[src/rtl/btm_pkg.sv]
package btm_pkg;

    // Register select codes of the configuration port
    typedef enum logic [1:0] {
        SEL_CTRL = 2'd0,
        SEL_ADDR = 2'd1,
        SEL_TAG  = 2'd2,
        SEL_NONE = 2'd3
    } btm_sel_e;

    // Reset defaults
    localparam logic RST_PROT_EN = 1'b1;

endpackage

[src/rtl/btm_regs.sv]
module btm_regs
    import btm_pkg::*;
#(
    parameter int THR_W  = 16,
    parameter int DATA_W = 32,
    parameter int ADDR_W = 32,
    parameter int TAG_W  = 7
) (
    input  logic              clk_i,
    input  logic              rst_ni,
    input  logic              wr_i,
    input  logic [1:0]        sel_i,
    input  logic [DATA_W-1:0] wdata_i,
    input  logic [ADDR_W-1:0] cap_addr_i,
    input  logic [TAG_W-1:0]  cap_tag_i,
    output logic [THR_W-1:0]  thr_o,
    output logic              en_o,
    output logic              clr_o,
    output logic [DATA_W-1:0] rdata_o
);

    localparam int CLR_BIT = THR_W;
    localparam int EN_BIT  = THR_W + 1;

    typedef struct packed {
        logic [THR_W-1:0] thr;
        logic             en;
    } regs_t;

    regs_t st_d, st_q;
    logic  ctrl_wr;

    always_comb begin
        st_d    = st_q;
        ctrl_wr = wr_i && (btm_sel_e'(sel_i) == SEL_CTRL);
        if (ctrl_wr) begin
            st_d.thr = wdata_i[THR_W-1:0];
            st_d.en  = wdata_i[EN_BIT];
        end
        clr_o = ctrl_wr && wdata_i[CLR_BIT];

        rdata_o = '0;
        case (btm_sel_e'(sel_i))
            SEL_CTRL: begin
                rdata_o[THR_W-1:0] = st_q.thr;
                rdata_o[EN_BIT]    = st_q.en;
            end
            SEL_ADDR: rdata_o[ADDR_W-1:0] = cap_addr_i;
            SEL_TAG:  rdata_o[TAG_W-1:0]  = cap_tag_i;
            default:  rdata_o = '0;
        endcase
    end

    always_ff @(posedge clk_i or negedge rst_ni) begin
        if (!rst_ni) begin
            st_q.thr <= '1;
            st_q.en  <= RST_PROT_EN;
        end else begin
            st_q <= st_d;
        end
    end

    assign thr_o = st_q.thr;
    assign en_o  = st_q.en;

endmodule

[src/rtl/btm_stall_counter.sv]
module btm_stall_counter #(
    parameter int THR_W = 16
) (
    input  logic             clk_i,
    input  logic             rst_ni,
    input  logic             req_i,
    input  logic             ready_i,
    input  logic             en_i,
    input  logic [THR_W-1:0] thr_i,
    output logic             fire_o,
    output logic             abort_o
);

    localparam int CNT_W = THR_W + 1;

    typedef struct packed {
        logic [THR_W-1:0] cnt;
        logic             abort;
    } cnt_t;

    cnt_t             st_d, st_q;
    logic             pending;
    logic [CNT_W-1:0] eff_thr;
    logic [CNT_W-1:0] seen;

    always_comb begin
        st_d    = st_q;
        // A threshold of zero acts as one cycle
        eff_thr = (thr_i == '0) ? CNT_W'(1) : {1'b0, thr_i};
        pending = req_i && !ready_i && !st_q.abort;
        seen    = {1'b0, st_q.cnt} + CNT_W'(1);
        fire_o  = en_i && pending && (seen >= eff_thr);

        st_d.abort = fire_o;
        if (en_i && pending && !fire_o) begin
            st_d.cnt = st_q.cnt + THR_W'(1);
        end else begin
            st_d.cnt = '0;
        end
    end

    always_ff @(posedge clk_i or negedge rst_ni) begin
        if (!rst_ni) begin
            st_q <= '0;
        end else begin
            st_q <= st_d;
        end
    end

    assign abort_o = st_q.abort;

endmodule

[src/rtl/btm_capture.sv]
module btm_capture #(
    parameter int ADDR_W = 32,
    parameter int ID_W   = 5,
    parameter int PERM_W = 2,
    parameter int TAG_W  = ID_W + PERM_W
) (
    input  logic              clk_i,
    input  logic              rst_ni,
    input  logic              fire_i,
    input  logic              clr_i,
    input  logic [ADDR_W-1:0] addr_i,
    input  logic [ID_W-1:0]   mid_i,
    input  logic [PERM_W-1:0] perm_i,
    output logic              irq_o,
    output logic [ADDR_W-1:0] cap_addr_o,
    output logic [TAG_W-1:0]  cap_tag_o
);

    typedef struct packed {
        logic              irq;
        logic [ADDR_W-1:0] addr;
        logic [TAG_W-1:0]  tag;
    } cap_t;

    cap_t st_d, st_q;
    logic take;

    always_comb begin
        st_d = st_q;
        // A new timeout is stored when nothing is pending or a clear coincides
        take = fire_i && (!st_q.irq || clr_i);
        if (take) begin
            st_d.irq  = 1'b1;
            st_d.addr = addr_i;
            st_d.tag  = {perm_i, mid_i};
        end else if (clr_i) begin
            st_d.irq = 1'b0;
            st_d.tag = '0;
        end
    end

    always_ff @(posedge clk_i or negedge rst_ni) begin
        if (!rst_ni) begin
            st_q <= '0;
        end else begin
            st_q <= st_d;
        end
    end

    assign irq_o      = st_q.irq;
    assign cap_addr_o = st_q.addr;
    assign cap_tag_o  = st_q.tag;

endmodule

[src/rtl/bus_timeout_monitor.sv]
module bus_timeout_monitor #(
    parameter int ADDR_W = 32,
    parameter int ID_W   = 5,
    parameter int PERM_W = 2,
    parameter int THR_W  = 16,
    parameter int DATA_W = 32
) (
    input  logic              clk_i,
    input  logic              rst_ni,
    input  logic              req_valid_i,
    input  logic [ADDR_W-1:0] req_addr_i,
    input  logic [ID_W-1:0]   req_mid_i,
    input  logic [PERM_W-1:0] req_perm_i,
    input  logic              per_ready_i,
    output logic              mst_ready_o,
    output logic              mst_err_o,
    input  logic              cfg_wr_i,
    input  logic [1:0]        cfg_sel_i,
    input  logic [DATA_W-1:0] cfg_wdata_i,
    output logic [DATA_W-1:0] cfg_rdata_o,
    output logic              irq_o
);

    localparam int TAG_W = ID_W + PERM_W;

    logic [THR_W-1:0]  thr;
    logic              prot_en;
    logic              clr;
    logic              fire;
    logic              abort;
    logic [ADDR_W-1:0] cap_addr;
    logic [TAG_W-1:0]  cap_tag;

    btm_regs #(
        .THR_W (THR_W),
        .DATA_W(DATA_W),
        .ADDR_W(ADDR_W),
        .TAG_W (TAG_W)
    ) i_regs (
        .clk_i     (clk_i),
        .rst_ni    (rst_ni),
        .wr_i      (cfg_wr_i),
        .sel_i     (cfg_sel_i),
        .wdata_i   (cfg_wdata_i),
        .cap_addr_i(cap_addr),
        .cap_tag_i (cap_tag),
        .thr_o     (thr),
        .en_o      (prot_en),
        .clr_o     (clr),
        .rdata_o   (cfg_rdata_o)
    );

    btm_stall_counter #(
        .THR_W(THR_W)
    ) i_counter (
        .clk_i  (clk_i),
        .rst_ni (rst_ni),
        .req_i  (req_valid_i),
        .ready_i(per_ready_i),
        .en_i   (prot_en),
        .thr_i  (thr),
        .fire_o (fire),
        .abort_o(abort)
    );

    btm_capture #(
        .ADDR_W(ADDR_W),
        .ID_W  (ID_W),
        .PERM_W(PERM_W),
        .TAG_W (TAG_W)
    ) i_capture (
        .clk_i     (clk_i),
        .rst_ni    (rst_ni),
        .fire_i    (fire),
        .clr_i     (clr),
        .addr_i    (req_addr_i),
        .mid_i     (req_mid_i),
        .perm_i    (req_perm_i),
        .irq_o     (irq_o),
        .cap_addr_o(cap_addr),
        .cap_tag_o (cap_tag)
    );

    assign mst_ready_o = per_ready_i | abort;
    assign mst_err_o   = abort;

endmodule

[config.mk]
export PLATFORM = sky130hd
export DESIGN_NAME = bus_timeout_monitor
export DESIGN_NICKNAME = d
export VERILOG_FILES = /design/src/rtl/btm_pkg.sv /design/src/rtl/btm_regs.sv /design/src/rtl/btm_stall_counter.sv /design/src/rtl/btm_capture.sv /design/src/rtl/bus_timeout_monitor.sv
export SDC_FILE = /design/constraint.sdc
export NUM_CORES = 1
export LEC_CHECK = 0
export BUFFER_PORTS_ARGS = -buffer_cell sky130_fd_sc_hd__buf_4
export CAP_MARGIN = 40
export CORE_MARGIN = 4
export CORE_UTILIZATION = 55
export CTS_BUF_LIST = sky130_fd_sc_hd__clkbuf_8
export CTS_CLUSTER_DIAMETER = 200
export DETAILED_ROUTE_END_ITERATION = 8
export GPL_ROUTABILITY_DRIVEN = 0
export PLACE_DENSITY = 0.82
export SKIP_CTS_REPAIR_TIMING = 1
export SYNTH_ARGS = -nofsm -noshare
export SYNTH_HDL_FRONTEND = slang
export SYNTH_SLANG_ARGS = --single-unit
export TNS_END_PERCENT = 20
[constraint.sdc]
create_clock -name clk_i -period 6.65 [get_ports clk_i]
set_input_delay 0.3325 -clock clk_i [delete_from_list [all_inputs] [get_ports clk_i]]
set_output_delay 0.3325 -clock clk_i [all_outputs]
set_load 0.05 [all_outputs]
==> summary.txt <==
CTS
  • Clk sinks: 74
  • Reg clk slew, reported paths: 0.08 ns
  • Worst skew pair latency: 0.35 ns
  • CTS tree: yes
  • CTS root buffer: clkbuf_8
  • H-tree depth: 3
  • Total CTS buffers: 9
  • Clock buffer depth: 2

Critical path
  • Crit Path Class: reg2reg
  • CP most frequent cell: ha_1
  • Slowest-stage cell, CP: dfrtp_1
  • CP startpoint kind: flip-flop
  • CP cell instances: ha_1 -> and4_1 -> nand2_1 -> xnor2_1 -> ha_1 -> a21o_1 -> a21oi_1 -> o31a_1 -> nand3_2 -> o21ai_4 -> buf_4 -> mux2_2
  • Worst Path Required: 6.87 ns
  • Worst-path fanout max: 39
  • Setup crit end kind: flip-flop
  • CP Data Arrival Time: 3.64 ns
  • CP max stage delay: 0.45 ns

Power
  • PwrDens: 218.4 mW/mm²
  • Maximum vdd ir drop: 0.0001187 V
  • P_leak: 0.002599 µW

Logic synthesis
  • Cell Area, Synth: 0.003845 mm²
  • Most used DFF post-synth: dfrtp_1
  • Post-synth EDFFs: 0
  • Most frequent cell after synthesis: dfrtp_1
  • Synth top area cells: dfrtp_1 (37%), dfstp_2 (12%), mux2_2 (9.1%)
  • Yosys top cell by area: dfrtp_1
  • Mapped Nets: 452
  • Sequential share of the synthesized area: 48.71%
  • Area share of the largest cell type after synthesis: 37.10%
  • Async SR Flop Fraction: 100.0%
  • Mean Syn Cell Area: 10.77 µm²
  • Synth cell types: 38
  • Commonest cells in the synthesized netlist: dfrtp_1 (57), nand2_1 (37), mux2_2 (31)
  • Synth Register Bits: 74
  • Cell count after synthesis: 357
  • Syn. warnings: 0

STA
  • Minimum clock period: 3.418 ns
  • Fin crit share: 51.40%
  • Max Freq: 0.2925 GHz
  • Final Skew: 0.01198 ns
  • Slew headroom: 64.46%
  • Setup TNS Final: 0 ns
  • Setup-failing EPs final: 0
  • Pins Over Slew Limit: 0
  • Unrepaired setup endpoints after global routing: false
  • Slew @ Worst Pin: 0.5332 ns
  • Final Hold Viols: 0

Drt
  • WL/cell: 15.96 µm
  • First-pass DRT Iterations: 4
  • Final wirelength: 8907 µm
  • DRT antenna net count: 0
  • # DRC: 0
  • Vias/cell: 5.251
  • Vias: 2930
  • Initial DRC count: 152

Final layout
  • Ant diodes: 0
  • Share of layout cells above drive strength 1: 38.10%
  • Cell Count, Final, Fillers Out: 558
  • Synth-to-layout area growth: 28.28%
  • Final #Nets: 552

Flow run
  • Max-cap viol count: 0

Global route
  • GR peak layer: met2
  • GRT Util Overall: 22.54%
  • Vias in the first global route: 2987
  • Grt ovf: 0
  • Met1 global-route usage: 29.52%
  • Met3 Track Usage GR: 3.774%
  • First-pass GRT wire length: 14960 µm
  • Antenna violations before repair: 0
  • Largest net degree at the start of global routing: 70
  • GR Util met2: 37.43%

Outcome
  • Status: finished, final reports clean

Floorplan
  • Die area: 0.008392 mm²
  • Io pins: 113
  • Number of cell rows: 30
  • Die outline height: 91.61 µm
  • Core footprint: 0.006794 mm²
  • Initial cell density of the core: 56.59%
  • Width of the die: 91.61 µm

Hold path
  • Hold WC Path Type: in2reg

Place
  • Dpl cells: 541
  • Hpwl dp: 6577 µm
  • PortBufs: 98
[cell type report]
cell class | instances | area, µm²
clock buffer | 12 | 165.2
clock inverter | 4 | 72.57
fill | 499 | 1862
inverter | 26 | 97.59
multi-input combinational | 243 | 1808
sequential | 74 | 1873
tap | 96 | 120.1
timing repair buffer | 103 | 795.8
[placed cells by master, fill, tap and decap left out, types with 4 or more instances in the layout]
master,count
and2_1,15
mux2i_1,24
nand3_1,9
dfrtp_1,57
xor2_1,5
xnor2_1,9
clkbuf_8,12
and4_1,4
inv_1,26
nor2_1,17
ha_1,17
a21oi_1,7
mux2_2,31
nand2_1,37
o21ai_0,23
dfstp_2,17
buf_4,101
nor2b_1,16
[critical path: cells and delay by family, from the launching register on]
kind	cells	cell delay, ns
compound gates	4	0.69
xor+xnor	1	0.21
fa+ha+maj	2	0.55
buf+inv	1	0.45
flops	1	0.45
mux	1	0.40
simple gates	3	0.51
[per-stage QoR]
step	worst slack [ns]	utilization (%)	cell area [µm²]	hold WS (ns)	total power, µW
floorplan	3.708	-	3845	0.03691	597.5
global route	3.038	72.60	4932	0.1919	1123
finish	3.232	72.60	4932	0.1978	1077
global placement	3.335	68.43	4649	0.4778	665.8
detailed placement	3.268	68.95	4684	0.1590	674.9
CTS	3.220	72.45	4922	-0.2163	1080
[where the power goes]
group | switching (µW) | internal [µW]
clock network | 167 | 242
registers | 20.7 | 485
logic | 93.9 | 69.3
total | 282 | 795
[path summary, 6_finish.rpt]
kind,slack [ns],start,end,cells after the start
max reg2reg,3.23,i_counter.st_q[1],i_capture.cap_addr_o[10],12
max,3.23,i_counter.st_q[1],i_capture.cap_addr_o[10],12
min reg2reg,0.50,i_capture.cap_addr_o[31],i_capture.cap_addr_o[31],1
min,0.20,cfg_wdata_i[15],i_regs.thr_o[15],3
max in group asynchronous,5.73,rst_ni,i_regs.thr_o[2],3
min in group asynchronous,0.34,rst_ni,i_capture.cap_addr_o[29],2
[metal layers]
| layer | part of all wire, % | wire length, µm |
|---|---|---|
| met3 | 5.5 | 490 |
| met4 | 2.1 | 188 |
| met2 | 49 | 4380 |
| met1 | 43 | 3848 |
| met5 | 0 | 0 |
[cells by family after synthesis]
group | after synthesis | synth area share, %
adders and majority gates | 17 | 5.532
DFF | 74 | 48.71
AOI/OAI and AO/OA | 40 | 6.085
buffers and inverters | 40 | 4.458
and+or+nand+nor | 114 | 15.52
muxes | 58 | 16.50
xor gates and xnor gates | 14 | 3.189
[registers in the layout, indices dropped and copies added, names as in the netlist]
signal                cells
i_regs.thr_o             16
i_capture.cap_tag_o       7
i_regs.en_o               1
i_capture.irq_o           1
i_counter.st_q           16
i_counter.abort_o         1
i_capture.cap_addr_o     32
(Power assumes the default switching activity.)
